**config.mk**
```make
export PLATFORM = sky130hd
export DESIGN_NAME = req_ring_top
export DESIGN_NICKNAME = d
export VERILOG_FILES = /design/src/rtl/req_ring_pkg.sv /design/src/rtl/ring_ptrs.sv /design/src/rtl/ring_store.sv /design/src/rtl/ring_doorbell.sv /design/src/rtl/ring_drain.sv /design/src/rtl/req_ring_top.sv
export SDC_FILE = /design/constraint.sdc
export NUM_CORES = 1
export LEC_CHECK = 0
export BUFFER_PORTS_ARGS = -buffer_cell sky130_fd_sc_hd__clkbuf_2
export CORE_MARGIN = 1.5
export CORE_UTILIZATION = 55
export DETAILED_ROUTE_END_ITERATION = 8
export MAX_ROUTING_LAYER = met4
export PLACE_DENSITY = 0.81
export SETUP_SLACK_MARGIN = 0.4
export SLEW_MARGIN = 40
export SYNTH_ARGS = -nofsm -noshare
export SYNTH_HDL_FRONTEND = slang
export SYNTH_SLANG_ARGS = --single-unit
```
**constraint.sdc**
```tcl
create_clock -name clk -period 9.9 [get_ports clk]
set_input_delay 1.485 -clock clk [delete_from_list [all_inputs] [get_ports clk]]
set_output_delay 1.485 -clock clk [all_outputs]
set_load 0.01 [all_outputs]
```
**src/rtl/req_ring_pkg.sv**
```systemverilog
`timescale 1ns/1ps
package req_ring_pkg;
  localparam int REG_AW = 3;
  localparam int REG_W  = 32;
  localparam int NSRC   = 2;   // status sources: 0 doorbell, 1 overflow

  localparam logic [REG_AW-1:0] RA_WPTR = 3'd0;
  localparam logic [REG_AW-1:0] RA_RPTR = 3'd1;
  localparam logic [REG_AW-1:0] RA_STAT = 3'd2;
  localparam logic [REG_AW-1:0] RA_SET  = 3'd3;
  localparam logic [REG_AW-1:0] RA_ACK  = 3'd4;
  localparam logic [REG_AW-1:0] RA_EN   = 3'd5;
  localparam logic [REG_AW-1:0] RA_FLAG = 3'd6;

  typedef enum logic [1:0] {
    DR_IDLE  = 2'd0,
    DR_FETCH = 2'd1,
    DR_SHOW  = 2'd2
  } drain_st_e;
endpackage

```
**src/rtl/ring_ptrs.sv**
```systemverilog
`timescale 1ns/1ps
module ring_ptrs #(
  parameter  int DEPTH = 8,
  localparam int AW    = $clog2(DEPTH),
  localparam int PW    = AW + 1
) (
  input  logic             clk,
  input  logic             rst,
  input  logic             push_req,
  input  logic             pop_req,
  output logic [PW-1:0]    wptr,
  output logic [PW-1:0]    rptr,
  output logic             full,
  output logic             empty,
  output logic             one_left,
  output logic             push_ok,
  output logic             push_rej,
  output logic [DEPTH-1:0] busy
);
  logic [PW-1:0] fill;
  logic          pop_ok;

  assign fill     = wptr - rptr;
  assign full     = (fill == PW'(DEPTH));
  assign empty    = (fill == '0);
  assign one_left = (fill == PW'(1));
  assign push_ok  = push_req & ~full;
  assign push_rej = push_req & full;
  assign pop_ok   = pop_req & ~empty;

  always_ff @(posedge clk) begin
    if (rst) begin
      wptr <= '0;
      rptr <= '0;
      busy <= '0;
    end else begin
      if (push_ok) begin
        wptr                <= wptr + PW'(1);
        busy[wptr[AW-1:0]]  <= 1'b1;
      end
      if (pop_ok) begin
        rptr                <= rptr + PW'(1);
        busy[rptr[AW-1:0]]  <= 1'b0;
      end
    end
  end
endmodule

```
**src/rtl/ring_store.sv**
```systemverilog
`timescale 1ns/1ps
module ring_store #(
  parameter  int DEPTH  = 8,
  parameter  int DATA_W = 32,
  localparam int AW     = $clog2(DEPTH)
) (
  input  logic              clk,
  input  logic              we,
  input  logic [AW-1:0]     waddr,
  input  logic [DATA_W-1:0] wdata,
  input  logic              re,
  input  logic [AW-1:0]     raddr,
  output logic [DATA_W-1:0] rdata
);
  logic [DATA_W-1:0] mem [DEPTH];

  always_ff @(posedge clk) begin
    if (we) mem[waddr] <= wdata;
    if (re) rdata <= mem[raddr];
  end
endmodule

```
**src/rtl/ring_doorbell.sv**
```systemverilog
`timescale 1ns/1ps
module ring_doorbell #(
  parameter int NSRC = 2
) (
  input  logic            clk,
  input  logic            rst,
  input  logic [NSRC-1:0] hw_set,
  input  logic [NSRC-1:0] sw_set,
  input  logic [NSRC-1:0] sw_clr,
  input  logic            en_we,
  input  logic [NSRC-1:0] en_wdata,
  output logic [NSRC-1:0] sts,
  output logic [NSRC-1:0] en,
  output logic            irq
);
  logic [NSRC-1:0] sts_d;
  logic [NSRC-1:0] en_d;

  for (genvar i = 0; i < NSRC; i++) begin : g_src
    // a set in the same cycle as a clear wins
    assign sts_d[i] = hw_set[i] | sw_set[i] | (sts[i] & ~sw_clr[i]);
    assign en_d[i]  = en_we ? en_wdata[i] : en[i];
  end

  always_ff @(posedge clk) begin
    if (rst) begin
      sts <= '0;
      en  <= '0;
      irq <= 1'b0;
    end else begin
      sts <= sts_d;
      en  <= en_d;
      irq <= |(sts_d & en_d);
    end
  end
endmodule

```
**src/rtl/ring_drain.sv**
```systemverilog
`timescale 1ns/1ps
module ring_drain
  import req_ring_pkg::*;
(
  input  logic clk,
  input  logic rst,
  input  logic irq,
  input  logic empty,
  input  logic one_left,
  input  logic done,
  output logic fetch,
  output logic release_ent,
  output logic show
);
  drain_st_e st, st_n;

  assign fetch       = (st == DR_FETCH);
  assign show        = (st == DR_SHOW);
  assign release_ent = (st == DR_SHOW) & done;

  always_comb begin
    st_n = st;
    case (st)
      DR_IDLE:  if (!empty && irq) st_n = DR_FETCH;
      DR_FETCH: st_n = DR_SHOW;
      DR_SHOW:  if (done) st_n = one_left ? DR_IDLE : DR_FETCH;
      default:  st_n = DR_IDLE;
    endcase
  end

  always_ff @(posedge clk) begin
    if (rst) st <= DR_IDLE;
    else     st <= st_n;
  end
endmodule

```
**src/rtl/req_ring_top.sv**
```systemverilog
`timescale 1ns/1ps
module req_ring_top
  import req_ring_pkg::*;
#(
  parameter  int DEPTH  = 8,
  parameter  int DATA_W = 32,
  localparam int AW     = $clog2(DEPTH),
  localparam int PW     = AW + 1
) (
  input  logic              clk,
  input  logic              rst,
  input  logic              prod_valid,
  input  logic [DATA_W-1:0] prod_data,
  output logic              prod_ready,
  output logic              cons_valid,
  output logic [DATA_W-1:0] cons_data,
  input  logic              cons_done,
  input  logic [REG_AW-1:0] reg_addr,
  input  logic              reg_wr,
  input  logic [NSRC-1:0]   reg_wdata,
  output logic [REG_W-1:0]  reg_rdata,
  output logic              irq
);
  logic [PW-1:0]    wptr, rptr;
  logic             full, empty, one_left, push_ok, push_rej;
  logic [DEPTH-1:0] busy;
  logic [NSRC-1:0]  sts, en, hw_set, sw_set, sw_clr;
  logic             fetch, release_ent, show, en_we;

  ring_ptrs #(.DEPTH(DEPTH)) u_ptrs (
    .clk(clk), .rst(rst), .push_req(prod_valid), .pop_req(release_ent),
    .wptr(wptr), .rptr(rptr), .full(full), .empty(empty), .one_left(one_left),
    .push_ok(push_ok), .push_rej(push_rej), .busy(busy)
  );

  ring_store #(.DEPTH(DEPTH), .DATA_W(DATA_W)) u_store (
    .clk(clk), .we(push_ok), .waddr(wptr[AW-1:0]), .wdata(prod_data),
    .re(fetch), .raddr(rptr[AW-1:0]), .rdata(cons_data)
  );

  assign hw_set = {push_rej, push_ok};
  assign sw_set = (reg_wr && reg_addr == RA_SET) ? reg_wdata : '0;
  assign sw_clr = (reg_wr && reg_addr == RA_ACK) ? reg_wdata : '0;
  assign en_we  = reg_wr && (reg_addr == RA_EN);

  ring_doorbell #(.NSRC(NSRC)) u_bell (
    .clk(clk), .rst(rst), .hw_set(hw_set), .sw_set(sw_set), .sw_clr(sw_clr),
    .en_we(en_we), .en_wdata(reg_wdata), .sts(sts), .en(en), .irq(irq)
  );

  ring_drain u_drain (
    .clk(clk), .rst(rst), .irq(irq), .empty(empty), .one_left(one_left),
    .done(cons_done), .fetch(fetch), .release_ent(release_ent), .show(show)
  );

  assign prod_ready = ~full;
  assign cons_valid = show;

  always_ff @(posedge clk) begin
    if (rst) begin
      reg_rdata <= '0;
    end else begin
      case (reg_addr)
        RA_WPTR: reg_rdata <= REG_W'(wptr);
        RA_RPTR: reg_rdata <= REG_W'(rptr);
        RA_STAT: reg_rdata <= REG_W'({full, empty, sts});
        RA_EN:   reg_rdata <= REG_W'(en);
        RA_FLAG: reg_rdata <= REG_W'(busy);
        default: reg_rdata <= '0;
      endcase
    end
  end
endmodule

```
**After elaboration in Yosys (flattened, before gate mapping)**

Memories as Yosys holds them, arrays and structs flattened. A register that Yosys moved wholly into a read port is not among the register bits.
Index checks and enable logic that the tools add are counted.
Widths: inputs -> output; s select.

- Bits in latches: 0
- Memories: 1
- Output and inout port bits: 67
- Bits in writable memories: 256
- Bits of input ports: 42
- Register bits after elaboration: 55
- Bits in read-only memories: 0
- Logic and storage cells: 76

- Equality and inequality tests: 12
- Order comparisons: 4
- Bitwise operators: 18
- Reductions and logical operators: 12
- Add/subtract/negate cells: 3
- Muxes and demuxes: 18
- Shift-type cells: 0
- Multiply operators: 0
- Divide/modulo/power cells: 0

Memories:

| name | depth | bits a word | rd ports | clocked after Yosys merged registers in | wr ports | line | RTL |
|---|---|---|---|---|---|---|---|
| u_store.mem | 8 | 32 | 1 | 1 | 1 | ring_store.sv:15 | `logic [DATA_W-1:0] mem [DEPTH];` |

Operators with widths:

| cell | number |
|---|---|
| $pmux 8 s5 | 1 |
| $mux 8 | 3 |
| $eq 3x3->1 const B | 3 |
| $add 4x1->4 const B | 2 |
| $and 8x8->8 | 1 |
| $lt 3x4->1 const B | 2 |
| $mux 2 | 4 |
| $not 8->8 | 1 |
| $or 8x8->8 | 1 |
| $mux 1 | 7 |
| $and 1x1->1 | 6 |
| $demux 1 s3 | 2 |
| $eq 3x2->1 const B | 2 |
| $ge 3x1->1 const B | 2 |
| $logic_and 1x1->1 | 6 |
| $pmux 2 s3 | 1 |
| $eq 4x1->1 const B | 1 |
| $eq 4x4->1 const B | 1 |
| $logic_not 4->1 | 1 |
| $ne 2x1->1 const B | 2 |
| $not 1->1 | 4 |
| $or 1x1->1 | 4 |
| $sub 4x4->4 | 1 |
| $eq 3x1->1 const B | 1 |
| 8 further kinds | 8 |

**Depth between registers and ports, before layout**

- Depth in word-level cells: 9
- Mapped depth: 13
- Gate-level depth less buffers: 10

**Cells and area by module**

Synthesis repeated with hierarchy kept, for this count alone.

- Cells, all modules: 616
- Area total of the unflattened synthesis: 12605.8 um2

By module, submodules not included:

| module | times used | area an instance (um2) | seq. area each (um2) | cells each |
|---|---|---|---|---|
| ring_store | 1 | 10786.6 | 8648.3 | 415 |
| ring_ptrs | 1 | 917.1 | 320.3 | 102 |
| req_ring_top | 1 | 609.3 | 160.2 | 72 |
| ring_doorbell | 1 | 185.2 | 100.1 | 17 |
| ring_drain | 1 | 107.6 | 40.0 | 10 |

**Worst setup path after synthesis**

OpenSTA, ideal clock, no wires.

- Kind: register to register
- Start: reg u_ptrs.rptr[1]
- End: mem u_store.mem[3][0] (enable)
- Clock period less this slack: 5.013 ns
- Data arrival time: 4.545 ns
- Path buffers: 3
- Setup time: 0.468 ns
- Data required time: 9.432 ns
- Cell stages (with the launch flop): 10
- Setup slack: 4.887 ns
- Cells stage by stage: dfxtp_1 > clkbuf_1 > inv_1 > clkbuf_1 > fa_1 > xor2_1 > nor3b_4 > and3_1 > buf_6 > nor3b_1

- Cells in the longest elaborated chain, start to end: 6

RTL lines:

| element | line | RTL |
|---|---|---|
| start: declaration | ring_ptrs.sv:12 | `output logic [PW-1:0] rptr,` |
| start signal: assignment | ring_ptrs.sv:42 | `rptr <= rptr + PW'(1);` |
| $sub 4x4->4 | ring_ptrs.sv:23 | `assign fill = wptr - rptr;` |
| $eq 4x4->1 | ring_ptrs.sv:24 | `assign full = (fill == PW'(DEPTH));` |
| $not 1->1 | ring_ptrs.sv:27 | `assign push_ok = push_req & ~full;` |
| $and 1x1->1 | ring_ptrs.sv:27 |  |
| $mux 1 | ring_store.sv:18 | `if (we) mem[waddr] <= wdata;` |
| $mux 1 (not written as such) | ring_store.sv:18 |  |
| end: declaration | ring_store.sv:15 |  |

Every way passes these cells.

**Final worst setup path**

- Start: reg u_ptrs.rptr[2]
- End: out prod_ready

- Cells in the longest elaborated chain, start to end: 3

RTL lines:

| element | line | RTL |
|---|---|---|
| $sub 4x4->4 | ring_ptrs.sv:23 |  |
| $eq 4x4->1 | ring_ptrs.sv:24 |  |
| $not 1->1 | req_ring_top.sv:56 | `assign prod_ready = ~full;` |
| end: declaration | req_ring_top.sv:14 | `output logic prod_ready,` |

Every way passes these cells.

==> metrics.yaml <==
fin_tns_setup_ns: 0
p_sw_frac: 0.2108
p_comb_frac: 0.059
hold_depth: 1
die_w_um: 153.0
start_util: 0.5634
drc: 11
htree_levels: 1
hold_path_class: "flip-flop to flip-flop"
cts_buffers: 30
leakage_uw: 0.004897
outcome: "complete, but fails checks"
worstMarginPinSlew_ns: 0.6736
crit_fanout: 37
wl_met2_um: 11960
fin_ws_ns: 5.140
cts_sinks: 319
fp-row-count: 54
antenna_found_initial: 0
grt-ovfl-total: 0
cts_setup_buffers: 0
p_total_uw: 2795
multi_input_area_um2: 2898
final-hold-violation-count: 0
end_kind: "output pin"
clkPwrFrac: 0.393
met1_length_um: 9485
vias_per_cell: 5.783
num_vias: 6315
fmaxAchievable_ghz: 0.2101
ys_warn_count: 0
drive_gt1_frac: 0.2783
critical_path_class: "flip-flop to output pin"
io_pins: 109
dieArea_um2: 23400
drv_cap: 0
path_cells: "inv_1 > ha_1 > and3b_1 > o21ai_0 > and3_1 > inv_2 > clkbuf_2"
cts_tree: "yes"
syn-cell-area_um2: 12370
synthCells: 686
setup_viol: 0
drtIter0Drc: 482
clk_latency_ns: 0.55
required_ns: 8.42
wl_met3_um: 1339
gp_congestion: 0.8197
antenna_left: 0
path_clk_slew_ns: 0.07
layout_commonest_cell: "edfxtp_1"
cp_num_cells: 7
slew_viol_final: 0
powerDensity_nw_per_um2: 195.3
diodes: 0
ys_ff_latch: 319
grtUsageTotal: 0.2136
synth_cell_types: 47
violations: "design-rule violations"
utilization: 0.6517
syn_avg_cell_area_um2: 18.03
seqCellArea_um2: 9280
firstDrtPassIters: 9
rsz0062_at_grt: "false"
synthToLayoutAreaGrowth_pct: 15.69
die_height_um: 153.0
finalClockSkew_ns: 0.01884
clockRootBuffer: "clkbuf_16"
cts_hold_buf: 0
final_cell_mix: "288 x edfxtp_1, 99 x nand2_1, 84 x clkbuf_2"
crit_arrival_ns: 3.27
critical_path.top_delay_family: "flip-flops"
critPathSlowestCell: "dfxtp_4"
grt_pass1_wl_um: 36890
routedWlPerCell_um: 21.51
first_global_vias: 6523
pwr-share-seq: 0.548
top_layer: "met4"
reg2reg_depth: 9
layout.nets: 836
p_switching_uw: 589.2
dp_slack_ns: 5.744
timing.final.crit_share: 0.4808
grt_max_degree: 48
drt_wl_total_um: 23490
cts_resized: 0
cpPeakStageDelay_ns: 0.69
crit_buf_inv: 3
port_buffers: 84
ys_seq_area_frac: 0.7493
timing.final.crit_period_ns: 4.760
detailed_place_hpwl_um: 14230
start_kind: "flip-flop"
slew_headroom: 0.5510
fillers: 1462
cell_internal_pwr_uw: 2205
core-area_um2: 21960
clock_path_buffers: 3
vdd_drop_max_v: 0.0001517
-- routing by layer --
metal  up-vias  global-route usage
met1      3189              0.2661
met3        60             0.03487
met5         -                   -
li1       2820                   -
met2       246              0.3605
met4         0             0.07190
-- through the flow --
| stage | cells | cell area [um2] | hold slack, ns |
|---|---|---|---|
| after floorplan | 709 | 12460 | 0.4161 |
| after detailed placement | 1036 | 13360 | 0.4480 |
| after CTS | 1092 | 14310 | 0.4634 |
| final | 1092 | 14310 | 0.4659 |
| after global routing | 1092 | 14310 | 0.4823 |
| after global placement | 1023 | 13030 | 0.4416 |
-- power by group through the flow --
| stage | Clock [uW] | Combinational (uW) | Sequential (uW) |
|---|---|---|---|
| floorplan | 0 | 94.9 | 1560 |
| global placement | 0 | 139 | 1560 |
| detailed placement | 0 | 162 | 1560 |
| CTS | 1120 | 166 | 1530 |
| global route | 1160 | 178 | 1530 |
| finish | 1100 | 164 | 1530 |
-- cells by family (layout without fill, tap and decap cells) --
logic type      Yosys count  in the layout  synth area share
flops                   319            319            0.7493
simple gates            168            168           0.06028
mux                      75             75            0.1256
buf+inv                  67            170           0.02933
compound gates           44             44           0.02427
fa+ha+maj                 6              6          0.006675
xor+xnor                  6              6          0.004248
other cells               1             24         0.0003031
-- cell type report --
class | instances | share of cell area
clock buffers | 36 | 0.05552
clock inverters | 20 | 0.01093
inverters | 12 | 0.003147
multi-input cells | 323 | 0.2025
flip-flops and latches | 319 | 0.6485
well taps | 280 | 0.02448
repair buffers | 102 | 0.05499
-- worst paths after layout --
| check | from | end | slack (ns) |
|---|---|---|---|
| worst min register to register | u_drain.st[0] | u_drain.st[0] | 0.47 |
| worst max register to register | u_ptrs.rptr[2] | u_store.mem[2][11] | 6.27 |
| worst min-delay path | u_drain.st[0] | u_drain.st[0] | 0.47 |
| worst max-delay path | u_ptrs.rptr[2] | prod_ready | 5.14 |
-- cell usage after synthesis (all sizes together) --
library cell / n / area [um2]
nand3b: 2 / 15.01
a311oi: 1 / 8.760
a31oi: 10 / 77.57
nor3b: 2 / 26.28
nand4b: 1 / 8.760
nor2b: 6 / 37.54
conb: 1 / 3.750
nand3: 9 / 45.04
dfxtp: 31 / 620.6
nand2: 99 / 371.6
nand2b: 1 / 6.260
buf: 37 / 250.2
xor2: 2 / 17.52
inv: 11 / 41.29
mux4: 64 / 1441
and2: 5 / 31.28
and3: 3 / 18.77
or3: 4 / 25.02
mux2i: 9 / 90.09
a32oi: 2 / 17.52
a2111oi: 2 / 17.52
mux2: 2 / 22.52
edfxtp: 288 / 8648
ha: 5 / 62.56
and3b: 1 / 8.760
a21o: 2 / 15.01
clkinv: 1 / 3.750
a22oi: 8 / 60.06
and4: 1 / 8.760
a211oi: 2 / 15.01
o21ai: 7 / 35.03
xnor2: 4 / 35.03
or3b: 2 / 17.52
a31o: 1 / 8.760
nor2: 28 / 105.1
fa: 1 / 20.02
nor3: 4 / 20.02
clkbuf: 18 / 67.56
a21oi: 9 / 45.04
-- registers in the layout, indices dropped and copies added (netlist names) --
register / cells
u_drain.st: 2
u_store.mem: 256
u_ptrs.wptr: 4
u_bell.sts: 2
u_store.rdata: 32
u_ptrs.busy: 8
u_bell.irq: 1
reg_rdata: 8
u_ptrs.rptr: 4
u_bell.en: 2
-- worst register-to-register path, delay by kind of cell, from the launching register on --
family / cells / cell delay, ns
AND/OR/NAND/NOR: 4 / 1.33
flip-flops: 1 / 0.69
buffers and inverters: 3 / 0.65
adder cells (fa/ha/maj): 1 / 0.41
AO/OA/AOI/OAI: 1 / 0.23
Power figures use the tool's default switching activity.
